[config.mk]
export PLATFORM = sky130hd
export DESIGN_NAME = rstctl_top
export DESIGN_NICKNAME = d
export VERILOG_FILES = /design/src/rtl/rstctl_pkg.sv /design/src/rtl/rstctl_gate.sv /design/src/rtl/rstctl_pulse.sv /design/src/rtl/rstctl_state.sv /design/src/rtl/rstctl_top.sv
export SDC_FILE = /design/constraint.sdc
export NUM_CORES = 1
export LEC_CHECK = 0
export ABC_CLOCK_PERIOD_IN_PS = 3000
export BUFFER_PORTS_ARGS = -buffer_cell sky130_fd_sc_hd__buf_2
export CELL_PAD_IN_SITES_DETAIL_PLACEMENT = 0
export CELL_PAD_IN_SITES_GLOBAL_PLACEMENT = 2
export CORE_AREA = 2 2 163 165
export DETAILED_ROUTE_END_ITERATION = 6
export DIE_AREA = 0 0 165 167
export PLACE_DENSITY = 0.76
export SLEW_MARGIN = 10
export SYNTH_ARGS = -nofsm -noshare
export SYNTH_HDL_FRONTEND = slang
export SYNTH_SLANG_ARGS = --single-unit
[constraint.sdc]
create_clock -name clk -period 3 [get_ports clk]
set_input_delay 0.9 -clock clk [delete_from_list [all_inputs] [get_ports clk]]
set_output_delay 0.9 -clock clk [all_outputs]
set_load 0.01 [all_outputs]
[src/rtl/rstctl_pkg.sv]
package rstctl_pkg;

   // cause flag positions
   localparam int unsigned CAUSE_SW  = 0;
   localparam int unsigned CAUSE_WDT = 1;
   localparam int unsigned CAUSE_OSC = 2;
   localparam int unsigned CAUSE_EXT = 3;
   localparam int unsigned N_CAUSE   = 4;
   localparam int unsigned N_INT_SRC = 3;

   typedef logic [N_CAUSE-1:0]   cause_t;
   typedef logic [N_INT_SRC-1:0] hits_t;

   localparam cause_t CAUSE_EXT_ONLY = cause_t'(1) << CAUSE_EXT;

endpackage

[src/rtl/rstctl_gate.sv]
module rstctl_gate
   import rstctl_pkg::*;
(
   input  logic  clk,
   input  logic  ext_rst_n,
   input  logic  sw_rst_wr,
   input  logic  main_clk_sel,
   input  logic  main_osc_stable,
   input  logic  wdt_underflow,
   input  logic  wdt_rst_en,
   input  logic  osc_stop_det,
   input  logic  osc_stop_mode,
   output hits_t hits,
   output logic  osc_irq
);

   logic sw_ok;

   // software write is honoured only on a stable main clock
   assign sw_ok = main_clk_sel & main_osc_stable;

   always_comb begin
      hits            = '0;
      hits[CAUSE_SW]  = sw_rst_wr & sw_ok;
      hits[CAUSE_WDT] = wdt_underflow & wdt_rst_en;
      hits[CAUSE_OSC] = osc_stop_det & ~osc_stop_mode;
   end

   always_ff @(posedge clk or negedge ext_rst_n) begin
      if (!ext_rst_n) osc_irq <= 1'b0;
      else            osc_irq <= osc_stop_det & osc_stop_mode;
   end

   // oscillator stop in interrupt mode never counts as a reset source
   p_irq_no_hit_r3: assert property (@(posedge clk) disable iff (!ext_rst_n)
      (osc_stop_det && osc_stop_mode) |-> !hits[CAUSE_OSC]);

endmodule

[src/rtl/rstctl_pulse.sv]
module rstctl_pulse #(
   parameter int unsigned PULSE_LEN = 16
) (
   input  logic clk,
   input  logic ext_rst_n,
   input  logic trig,
   output logic busy,
   output logic start,
   output logic last
);

   localparam int unsigned CW = $clog2(PULSE_LEN + 1);

   if (PULSE_LEN < 2) begin : g_bad_len
      $error("rstctl_pulse: PULSE_LEN must be at least 2");
   end

   logic [CW-1:0] cnt;

   assign busy  = (cnt != '0);
   assign start = trig & ~busy;
   assign last  = (cnt == CW'(1));

   always_ff @(posedge clk or negedge ext_rst_n) begin
      if (!ext_rst_n)  cnt <= CW'(PULSE_LEN);
      else if (start)  cnt <= CW'(PULSE_LEN);
      else if (busy)   cnt <= cnt - CW'(1);
   end

   // independent length monitor
   logic [CW-1:0] hi_cnt;
   always_ff @(posedge clk or negedge ext_rst_n) begin
      if (!ext_rst_n) hi_cnt <= '0;
      else if (busy)  hi_cnt <= hi_cnt + CW'(1);
      else            hi_cnt <= '0;
   end

   p_pulse_len_r4: assert property (@(posedge clk) disable iff (!ext_rst_n)
      $fell(busy) |-> (hi_cnt == CW'(PULSE_LEN)));

   p_no_extend_r4: assert property (@(posedge clk) disable iff (!ext_rst_n)
      (busy && trig) |=> (cnt == $past(cnt) - CW'(1)));

endmodule

[src/rtl/rstctl_state.sv]
module rstctl_state
   import rstctl_pkg::*;
#(
   parameter int unsigned DW     = 16,
   parameter int unsigned NREG   = 8,
   parameter int unsigned AW     = 3,
   parameter int unsigned MODE_W = 2,
   parameter int unsigned VEC_W  = 20
) (
   input  logic              clk,
   input  logic              ext_rst_n,
   input  logic              busy,
   input  logic              start,
   input  logic              last,
   input  hits_t             hits,
   input  logic              mode_wr,
   input  logic [MODE_W-1:0] mode_wdata,
   input  logic              ret_wr,
   input  logic [DW-1:0]     ret_wdata,
   input  logic              rf_we,
   input  logic [AW-1:0]     rf_waddr,
   input  logic [DW-1:0]     rf_wdata,
   input  logic [AW-1:0]     rf_raddr,
   input  cause_t            cause_clr,
   input  logic [VEC_W-1:0]  vec_word,
   output cause_t            cause,
   output logic [MODE_W-1:0] mode_q,
   output logic [DW-1:0]     ret_q,
   output logic [DW-1:0]     rf_rdata,
   output logic [VEC_W-1:0]  start_pc,
   output logic              boot_go
);

   localparam int unsigned RF_BITS = NREG * DW;

   if (NREG != (1 << AW)) begin : g_bad_depth
      $error("rstctl_state: NREG must equal 2**AW");
   end

   logic hold;
   assign hold = busy | start;

   // retained state: only the external reset touches it
   always_ff @(posedge clk or negedge ext_rst_n) begin
      if (!ext_rst_n) begin
         mode_q <= '0;
         ret_q  <= '0;
      end else if (!hold) begin
         if (mode_wr) mode_q <= mode_wdata;
         if (ret_wr)  ret_q  <= ret_wdata;
      end
   end

   // cause flags
   always_ff @(posedge clk or negedge ext_rst_n) begin
      if (!ext_rst_n) cause <= CAUSE_EXT_ONLY;
      else if (start) cause <= cause_t'(hits);
      else            cause <= cause & ~cause_clr;
   end

   // register file, cleared by any reset
   logic [RF_BITS-1:0] rf_flat;

   for (genvar i = 0; i < NREG; i++) begin : g_rf
      logic [DW-1:0] q;
      always_ff @(posedge clk or negedge ext_rst_n) begin
         if (!ext_rst_n)                          q <= '0;
         else if (hold)                           q <= '0;
         else if (rf_we && rf_waddr == AW'(i))    q <= rf_wdata;
      end
      assign rf_flat[i*DW +: DW] = q;
   end

   assign rf_rdata = rf_flat[rf_raddr*DW +: DW];

   // vector fetch at pulse end
   always_ff @(posedge clk or negedge ext_rst_n) begin
      if (!ext_rst_n) begin
         start_pc <= '0;
         boot_go  <= 1'b0;
      end else begin
         boot_go <= last;
         if (last) start_pc <= vec_word;
      end
   end

   p_mode_keep_r7: assert property (@(posedge clk) disable iff (!ext_rst_n)
      busy |=> $stable(mode_q));

   p_ret_keep_r8: assert property (@(posedge clk) disable iff (!ext_rst_n)
      busy |=> $stable(ret_q));

endmodule

[src/rtl/rstctl_top.sv]
module rstctl_top
   import rstctl_pkg::*;
#(
   parameter int unsigned PULSE_LEN = 16,
   parameter int unsigned DW        = 16,
   parameter int unsigned NREG      = 8,
   parameter int unsigned AW        = $clog2(NREG),
   parameter int unsigned MODE_W    = 2,
   parameter int unsigned VEC_W     = 20
) (
   input  logic              clk,
   input  logic              ext_rst_n,
   input  logic              sw_rst_wr,
   input  logic              main_clk_sel,
   input  logic              main_osc_stable,
   input  logic              wdt_underflow,
   input  logic              wdt_rst_en,
   input  logic              osc_stop_det,
   input  logic              osc_stop_mode,
   input  logic              mode_wr,
   input  logic [MODE_W-1:0] mode_wdata,
   input  logic              ret_wr,
   input  logic [DW-1:0]     ret_wdata,
   input  logic              rf_we,
   input  logic [AW-1:0]     rf_waddr,
   input  logic [DW-1:0]     rf_wdata,
   input  logic [AW-1:0]     rf_raddr,
   input  logic [3:0]        cause_clr,
   input  logic [VEC_W-1:0]  vec_word,
   output logic              sys_rst,
   output logic              osc_irq,
   output logic [3:0]        cause,
   output logic [MODE_W-1:0] mode_q,
   output logic [DW-1:0]     ret_q,
   output logic [DW-1:0]     rf_rdata,
   output logic [VEC_W-1:0]  start_pc,
   output logic              boot_go
);

   if (VEC_W > 24 || VEC_W < 1) begin : g_bad_vec
      $error("rstctl_top: VEC_W must fit in three bytes");
   end
   if (AW != $clog2(NREG)) begin : g_bad_aw
      $error("rstctl_top: AW must match NREG");
   end

   hits_t hits;
   logic  busy, start, last;

   rstctl_gate u_gate (
      .clk             (clk),
      .ext_rst_n       (ext_rst_n),
      .sw_rst_wr       (sw_rst_wr),
      .main_clk_sel    (main_clk_sel),
      .main_osc_stable (main_osc_stable),
      .wdt_underflow   (wdt_underflow),
      .wdt_rst_en      (wdt_rst_en),
      .osc_stop_det    (osc_stop_det),
      .osc_stop_mode   (osc_stop_mode),
      .hits            (hits),
      .osc_irq         (osc_irq)
   );

   rstctl_pulse #(.PULSE_LEN(PULSE_LEN)) u_pulse (
      .clk       (clk),
      .ext_rst_n (ext_rst_n),
      .trig      (|hits),
      .busy      (busy),
      .start     (start),
      .last      (last)
   );

   rstctl_state #(
      .DW(DW), .NREG(NREG), .AW(AW), .MODE_W(MODE_W), .VEC_W(VEC_W)
   ) u_state (
      .clk        (clk),
      .ext_rst_n  (ext_rst_n),
      .busy       (busy),
      .start      (start),
      .last       (last),
      .hits       (hits),
      .mode_wr    (mode_wr),
      .mode_wdata (mode_wdata),
      .ret_wr     (ret_wr),
      .ret_wdata  (ret_wdata),
      .rf_we      (rf_we),
      .rf_waddr   (rf_waddr),
      .rf_wdata   (rf_wdata),
      .rf_raddr   (rf_raddr),
      .cause_clr  (cause_clr),
      .vec_word   (vec_word),
      .cause      (cause),
      .mode_q     (mode_q),
      .ret_q      (ret_q),
      .rf_rdata   (rf_rdata),
      .start_pc   (start_pc),
      .boot_go    (boot_go)
   );

   assign sys_rst = busy | ~ext_rst_n;

   p_sw_gate_r1: assert property (@(posedge clk) disable iff (!ext_rst_n)
      (sw_rst_wr && !(main_clk_sel && main_osc_stable) && !wdt_underflow
       && !osc_stop_det && !sys_rst) |=> !sys_rst);

   p_wdt_gate_r2: assert property (@(posedge clk) disable iff (!ext_rst_n)
      (wdt_underflow && !wdt_rst_en && !sw_rst_wr && !osc_stop_det && !sys_rst)
      |=> !sys_rst);

   p_osc_irq_r3: assert property (@(posedge clk) disable iff (!ext_rst_n)
      (osc_stop_det && osc_stop_mode) |=> osc_irq);

   p_one_pulse_r5: assert property (@(posedge clk) disable iff (!ext_rst_n)
      (!sys_rst && (sw_rst_wr || wdt_underflow || osc_stop_det)
       && $countones(hits) > 1) |=> (sys_rst && $countones(cause) > 1));

   p_rf_zero_r9: assert property (@(posedge clk) disable iff (!ext_rst_n)
      sys_rst |-> (rf_rdata == '0));

   p_boot_r10: assert property (@(posedge clk) disable iff (!ext_rst_n)
      $fell(sys_rst) |-> boot_go);

   p_boot_quiet_r10: assert property (@(posedge clk) disable iff (!ext_rst_n)
      boot_go |-> !sys_rst);

endmodule

Word level (Yosys, flattened, before mapping)
Index checks and enable logic that the tools add are counted.
Cells by class
  shift operators: 1
  equal/unequal tests: 8
  mux-type cells: 19
  bitwise gates (word level): 14
  reductions and logical operators: 22
  add/sub/neg operators: 1
Operator list (number)
  $mux 16: 16
  $shiftx 128x8->16: 1
  $reduce_bool 2->1: 9
  $eq 3x3->1 const B: 4
  $mux 5: 2
  $logic_and 1x1->1: 8
  $and 1x1->1: 6
  $eq 3x2->1 const B: 2
  $eq 5x1->1 const B: 1
  $reduce_bool 5->1: 1
  $sub 5x1->5 const B: 1
  $and 4x4->4: 1
  $mux 4: 1
  $not 1->1: 4
  $not 4->4: 1
  $reduce_and 2->1: 2
  $eq 3x1->1 const B: 1
  $logic_not 3->1: 1
  $reduce_or 3->1: 1
  $or 1x1->1: 2
Word-level totals
  word-level logic and storage cells: 80
  output and inout port bits: 61
  register bits: 177

Depth between registers and ports, before layout
Gate-level depths: netlist of the first run.
  depth after elaboration: 7
  mapped depth: 7

Modules after synthesis
A second synthesis of the first run with hierarchy kept.
Second synthesis, totals
  cells, all modules: 779
  area total of the unflattened synthesis: 8339.2 um^2
By module, submodules not included
  rstctl_state: area an instance 7992.7 um^2, times used 1, cells each 746, sequential area each 4280.4 um^2
  rstctl_pulse: area an instance 280.3 um^2, times used 1, cells each 26, sequential area each 126.4 um^2
  rstctl_gate: area an instance 53.8 um^2, times used 1, cells each 5, sequential area each 25.0 um^2
  rstctl_top: area an instance 12.5 um^2, times used 1, cells each 2, sequential area each 0.0 um^2

Worst setup path before layout of the first run
Ideal clock, no wire load.
  path kind: input to output
  from: input port rf_raddr[0]
  to: output port rf_rdata[0]
  cell stages on the path: 4
  data arrival time: 2.230 ns
  slack: -0.130 ns
  path buffers: 2
  required time: 2.100 ns
  cell sequence: clkbuf_1 > buf_2 > mux4_2 > mux2_2
Between the ends
  longest elaborated chain between the ends: 1
RTL lines
  start: declaration: RTL line rstctl_top.sv:27  | input logic [AW-1:0] rf_raddr,
  $shiftx 128x8->16: RTL line rstctl_state.sv:74  | assign rf_rdata = rf_flat[rf_raddr*DW +: DW];
  end: declaration: RTL line rstctl_top.sv:35  | output logic [DW-1:0] rf_rdata,
Every way passes these cells.

Worst setup path after layout of the first run
  from: input port rf_raddr[0]
  to: output port rf_rdata[7]
The elaborated chain is that of the path after synthesis.

==> results of run 1 <==
## cell families (layout without fill, tap and decap cells)
kind of cell,Yosys count,count (layout),share of synthesized area (%)
compound gates,140,140,8.83
xor+xnor,1,1,0.108
fa+ha+maj,3,3,0.463
buf+inv,66,203,4.20
flops,177,177,54.7
mux,87,87,16.5
simple gates,302,302,15.2
## registers in the layout, indices dropped and copies added, names as in the netlist
| signal | cells |
|---|---|
| u_state.cause | 4 |
| u_state.start_pc | 20 |
| u_state.g_rf.q | 128 |
| u_state.ret_q | 16 |
| u_state.boot_go | 1 |
| u_state.mode_q | 2 |
| u_pulse.cnt | 5 |
| u_gate.osc_irq | 1 |
## layer usage
metal / routed length [um] / part of all wire [%] / GRT usage (%)
met5: 0 / 0 / 0
met4: 360 / 1.5 / 5.33
met3: 1510 / 6.5 / 3.89
met2: 11200 / 48 / 28.7
met1: 10100 / 44 / 23.6
## stage by stage
step	instances	area [um2]	TNS, ns	util, %
2_1_floorplan	776	8120	0	-
3_3_place_gp	1214	9200	-1.77	35.7
3_5_place_dp	1214	9200	-2.05	35.7
4_1_cts	1248	9960	-0.116	38.7
5_1_grt	1248	9980	-0.360	38.7
6_report	1248	9980	-0.0922	38.7
## final timing paths
path | from | end | slack (ns) | cells after the start
max | rf_raddr[0] | rf_rdata[7] | -0.04 | 5
min | ext_rst_n | u_state.start_pc[10] | 0.25 | 1
max reg2reg | u_pulse.cnt[0] | u_state.ret_q[13] | 1.03 | 6
min reg2reg | u_state.cause[3] | u_state.cause[3] | 0.46 | 2
max in group asynchronous | ext_rst_n | u_state.ret_q[7] | 1.60 | 3
min in group clk | u_state.cause[3] | u_state.cause[3] | 0.46 | 2
## cell type report
| cell class | count | area [um2] | area share, % |
|---|---|---|---|
| Inverter | 4 | 15.0 | 0.150 |
| Timing Repair Buffer | 167 | 1120 | 11.2 |
| Clock inverter | 11 | 151 | 1.52 |
| Multi-Input combinational cell | 533 | 3390 | 33.9 |
| Tap cell | 335 | 419 | 4.20 |
| Sequential cell | 177 | 4430 | 44.4 |
| Clock buffer | 21 | 460 | 4.61 |
## synthesized netlist by cell type (4+ instances only)
master	instances	area share, %
mux2_2	54	7.5
mux4_2	32	8.9
nor2b_1	4	0.31
nand2_1	267	12
inv_1	4	0.19
nand2b_1	5	0.39
a21oi_1	132	8.2
nor2_1	9	0.42
dfrtp_1	175	54
clkbuf_1	24	1.1
buf_1	19	0.88
nand3_1	6	0.37
buf_6	11	1.5
buf_2	8	0.49
## repair_timing
action,CTS,global route
gates cloned,2,0
resized for setup,22,4
hold buffers,0,0
setup endpoints to repair,16,12
## report_power, final
part           switching (mW)  internal [mW]  total (mW)
registers               0.183           2.69        2.88
clock network           0.976           1.36        2.34
logic                   0.641          0.577        1.22
## critical path, stage by stage
cell and delay [ns]:
buf_16 0.13, buf_12 0.15, mux4_2 0.50, mux2_4 0.32, buf_6 0.13
==> flow_metrics.env, run 1 <==
export IMPL_first_iter_violations=365
export IMPL_synth_edff_count=0
export IMPL_routed_via_count=6036
export IMPL_slew_limit_headroom_pct=38.4
export IMPL_final_setup_viol_count=5
export IMPL_grt_max_degree=157
export IMPL_grt_setup_unrepaired="true"
export IMPL_final_max_slew_viol_count=0
export IMPL_detail_route_first_pass_iterations=6
export IMPL_clk_insertion_delay_late_ns=0.43
export IMPL_max_cap_violations=0
export IMPL_dominantRegCellSynth="dfrtp_1"
export IMPL_finalCriticalPeriod_ns=3.04
export IMPL_final_hold_worst_slack_ns=0.252
export IMPL_fin_skew_ns=0.0153
export IMPL_fmax_mhz=329
export IMPL_synth_sequential_area_ratio_pct=54.7
export IMPL_via_count_of_the_first_global_routing_pass=6334
export IMPL_yosys_register_bits=177
export IMPL_capturing_element_type_of_the_critical_path="output pin"
export IMPL_worstHoldPathType="primary input to async pin"
export IMPL_tritoncts_clock_tree="done"
export IMPL_timing_critical_path_required_ns=2.10
export IMPL_post_route_drc_violation_count=0
export IMPL_dp_worst_setup_slack_ns=-0.185
export IMPL_p_per_area_nw_per_um2=645
export IMPL_synth_cells=776
export IMPL_ir_worst_vdd_uv=395
export IMPL_post_synth_design_cell_area_um2=8100
export IMPL_detail_route_antenna_nets=0
export IMPL_final_net_count=979
export IMPL_synth_area_per_cell_um2=10.4
export IMPL_critical_path_startpoint_type="primary input"
export IMPL_placement_io_buffers=136
export IMPL_wire_length_of_the_first_global_routing_pass_um=37200
export IMPL_die_width_um=165
export IMPL_htree_num_levels=4
export IMPL_status="finished with violations"
export IMPL_detail_route_vias_per_cell=4.84
export IMPL_clock_tree_buffer_depth=2
export IMPL_synthToLayoutAreaGrowth_pct=23.2
export IMPL_failing_checks="setup timing"
export IMPL_most_common_layout_cells="nand2_1 (267), dfrtp_1 (175), a21oi_1 (132)"
export IMPL_clkSinkCount=177
export IMPL_synth_warning_count=0
export IMPL_netlist_cell_type_count=32
export IMPL_boundaryPins=137
export IMPL_totalWireLength_um=23200
export IMPL_clockRootBuffer="clkbuf_16"
export IMPL_postLayoutSetupSlackWorst_ns=-0.0392
export IMPL_worst_slew_pin_transition_ns=0.924
export IMPL_core_area_um2=25800
export IMPL_gp_congestion=0.729
export IMPL_final_period_utilization_pct=101
export IMPL_num_rows=59
export IMPL_fillers=2531
export IMPL_critPathKind="primary input to output pin"
export IMPL_post_drt_wl_per_cell_um=18.6
export IMPL_grt_antenna_before_repair=0
export IMPL_layout_cells_most_common="nand2_1"
export IMPL_critical_path_arrival_ns=2.14
export IMPL_floorplan_initialDensity_pct=31.5
export IMPL_power_static_leakage_nw=4.23
export IMPL_hpwl_um=14200
export IMPL_final_hold_violation_count=0
export IMPL_grt_overflow_total=0
export IMPL_async_flop_share_pct=100
export IMPL_floorplan_die_height_um=167
export IMPL_ratio_of_cells_with_drive_above_1_in_the_final_layout_pct=31.9
export IMPL_clk_transition_reported_paths_ns=0.06
export IMPL_mappedNetlistNets=855
export IMPL_critPathMaxFanout=8
export IMPL_cts_inserted_buffers=17
export IMPL_antenna_cell_count=0
export IMPL_postCtsSetupBuffers=0
export IMPL_design_power_total_mw=6.44
export IMPL_global_route_usage_total_pct=17.7
export IMPL_die_area_um2=27600
(Power assumes the default switching activity.)
==> run 2: changes to the inputs <==
--- a/config.mk
+++ b/config.mk
@@ -13,4 +13,5 @@
 export DETAILED_ROUTE_END_ITERATION = 6
 export DIE_AREA = 0 0 165 167
+export GPL_TIMING_DRIVEN = 0
 export PLACE_DENSITY = 0.76
 export SLEW_MARGIN = 10
==> constraint.sdc (replaced) <==
create_clock -name clk -period 3 [get_ports clk]
set_input_delay 0 -clock clk [delete_from_list [all_inputs] [get_ports clk]]
set_output_delay 0 -clock clk [all_outputs]
set_load 0.01 [all_outputs]
==> run 2 against run 1 <==
  * The run now ends clean
  * Highest routed layer unchanged
  * Global-route usage grew 0.27 points
  * Register-to-register slack worse by 0.46 ns
  * Largest power group unchanged
  * Via count grew 4.9%
  * Critical endpoint is now u_state.mode_q[1]
  * Fmax is 25% higher
  * Count of clock-buffer cells in the layout down 3
  * Clock power rose by 3%
  * Cell area rose by 3.6%
==> flow_metrics.env, run 2 (synthesized netlist as in run 1, its figures left out) <==
export IMPL_finalCriticalPeriod_ns=2.43
export IMPL_final_net_count=1048
export IMPL_post_drt_wl_per_cell_um=18.0
export IMPL_first_iter_violations=328
export IMPL_worst_path_max_delay_cell="dlygate4sd3_1"
export IMPL_critical_path_reg2reg_startpoint="u_pulse.cnt[0]"
export IMPL_biggest_register="u_state.g_rf.q"
export IMPL_final_setup_viol_count=0
export IMPL_final_hold_violation_count=0
export IMPL_detail_route_vias_per_cell=4.81
export IMPL_final_period_utilization_pct=81.1
export IMPL_grt_antenna_before_repair=0
export IMPL_hold_path_end="u_state.g_rf[4].q[11]"
export IMPL_layout_cells_most_common="nand2_1"
export IMPL_ir_worst_vdd_uv=358
export IMPL_critPathMaxFanout=8
export IMPL_switching_power_mw=1.88
export IMPL_grt_setup_unrepaired="false"
export IMPL_clk_insertion_delay_late_ns=0.43
export IMPL_final_max_slew_viol_count=0
export IMPL_num_rows=59
export IMPL_clkSinkCount=177
export IMPL_dr_wl_met2_um=11600
export IMPL_clockRootBuffer="clkbuf_16"
export IMPL_clk_transition_reported_paths_ns=0.07
export IMPL_reg2reg_setup_slack_ns=0.57
export IMPL_tritoncts_clock_tree="done"
export IMPL_p_sw_share_pct=28.4
export IMPL_ratio_of_cells_with_drive_above_1_in_the_final_layout_pct=26.2
export IMPL_routed_via_count=6330
export IMPL_hold_path_startpoint="rf_wdata[11]"
export IMPL_timing_rr_end="u_state.mode_q[1]"
export IMPL_p_int_mw=4.73
export IMPL_critical_path_cell_chain="inv_1 -> ha_1 -> nor4b_4 -> nand4_1 -> mux2_2 -> dlygate4sd3_1"
export IMPL_wire_length_of_the_first_global_routing_pass_um=37600
export IMPL_floorplan_initialDensity_pct=31.5
export IMPL_die_area_um2=27600
export IMPL_sequentialPowerShare_pct=43.5
export IMPL_cts_inserted_buffers=17
export IMPL_critical_path_startpoint_type="register"
export IMPL_hpwl_um=16100
export IMPL_htree_num_levels=4
export IMPL_floorplan_die_height_um=167
export IMPL_via_count_of_the_first_global_routing_pass=6637
export IMPL_critical_path_arrival_ns=2.75
export IMPL_clock_tree_buffer_depth=2
export IMPL_final_util_pct=40.1
export IMPL_final_cell_count_no_fill=1317
export IMPL_worstHoldPathType="primary input to register"
export IMPL_slew_limit_headroom_pct=26.8
export IMPL_rr_worst_depth=6
export IMPL_critical_path_max_stage_delay_ns=0.55
export IMPL_pwr_share_comb_pct=19.8
export IMPL_postCtsSetupBuffers=0
export IMPL_critPathKind="register to register"
export IMPL_routedLengthMet1_um=10700
export IMPL_core_area_um2=25800
export IMPL_place_detailed_instances=1227
export IMPL_hold_path_depth=3
export IMPL_largest_registers="u_state.g_rf.q: 128 flops, u_state.start_pc: 20 flops, u_state.ret_q: 16 flops"
export IMPL_grt_overflow_total=0
export IMPL_global_route_usage_total_pct=17.9
export IMPL_totalWireLength_um=23700
export IMPL_fillers=2440
export IMPL_detail_route_first_pass_iterations=5
export IMPL_status="complete, no violations"
export IMPL_most_common_layout_cells="nand2_1 (267), dfrtp_1 (175), a21oi_1 (132)"
export IMPL_met3_length_um=1180
export IMPL_worst_slew_pin_transition_ns=1.09
export IMPL_gp_congestion=0.739
export IMPL_fmax_mhz=411
export IMPL_largest_register_ffs=128
export IMPL_capturing_element_type_of_the_critical_path="register"
export IMPL_power_static_leakage_nw=4.34
export IMPL_boundaryPins=137
export IMPL_timing_critical_path_required_ns=3.32
export IMPL_final_hold_worst_slack_ns=0.00619
export IMPL_die_width_um=165
export IMPL_post_route_drc_violation_count=0
export IMPL_antenna_cell_count=0
export IMPL_max_cap_violations=0
export IMPL_placement_io_buffers=115
export IMPL_synthToLayoutAreaGrowth_pct=27.7
export IMPL_clkPwrFrac_pct=36.7
export IMPL_fin_skew_ns=0.0167
export IMPL_detail_route_antenna_nets=0
export IMPL_uppermost_routed_layer="met4"
export IMPL_p_per_area_nw_per_um2=639
export IMPL_grt_max_degree=100
-- run 2: cell count changes in the layout (fill, tap and decap cells not counted), sizes merged --
cell / delta
bufinv: +1
clkinvlp: -3
clkbuf: +21
buf: -13
dlygate4sd3: +58
inv: +3
clkinv: +2
-- run 2: area by class of cell --
| class | count | area (um2) | area share (%) |
|---|---|---|---|
| inverters | 4 | 15.0 | 0.145 |
| plain buffers | 62 | 325 | 3.15 |
| repair buffers | 174 | 1190 | 11.5 |
| multi-input cells | 533 | 3330 | 32.2 |
| clock buffers | 18 | 429 | 4.15 |
| clock inverters | 14 | 199 | 1.92 |
| well taps | 335 | 419 | 4.05 |
| flip-flops and latches | 177 | 4430 | 42.8 |
-- run 2: critical path, delay by kind of cell, from the launching register on --
family                   cells  cell delay [ns]
adder cells (fa/ha/maj)      1             0.20
multiplexers                 1             0.31
flip-flops                   1             0.42
AND/OR/NAND/NOR              2             0.74
buffers and inverters        2             0.65
-- run 2: repair_timing --
action,CTS,global route
hold endpoints to repair,187,0
setup endpoints to repair,0,0
resized for setup,0,0
hold buffers,58,0
-- run 2: worst max path at each step --
stage	from	endpoint	slack (ns)	depth (start not counted)
floorplan	u_pulse.cnt[0]	u_state.ret_q[10]	1.16	6
global placement	ext_rst_n	u_state.g_rf[0].q[4]	-1.28	1
detailed placement	u_pulse.cnt[0]	u_state.g_rf[5].q[9]	0.80	7
CTS	u_pulse.cnt[0]	u_state.mode_q[0]	0.55	6
global route	u_pulse.cnt[0]	u_state.mode_q[0]	0.39	6
finish	u_pulse.cnt[0]	u_state.mode_q[1]	0.57	6
-- run 2: power groups by stage --
stage	combinational, mW	sequential (mW)	clock (mW)
after floorplan	0.576	3.03	0
after global placement	1.23	2.90	0
after detailed placement	1.24	2.91	0
after CTS	1.32	2.88	2.49
after global routing	1.43	2.92	2.57
final	1.31	2.88	2.42
-- run 2: metal layers --
metal  vias to the layer above  global-route usage [%]
met1                      3113                    23.8
met5                         -                       0
li1                       3012                       -
met2                       178                    29.7
met4                         0                    4.39
met3                        27                    3.99
-- run 2: stage by stage --
stage	TNS [ns]	total power [mW]	setup WS, ns	instance area (um2)
after floorplan	0	3.60	1.16	8100
after global placement	-221.73	4.13	-1.28	9100
after detailed placement	0	4.15	0.804	9140
after CTS	0	6.68	0.547	10300
after global routing	0	6.92	0.395	10300
final	0	6.61	0.567	10300
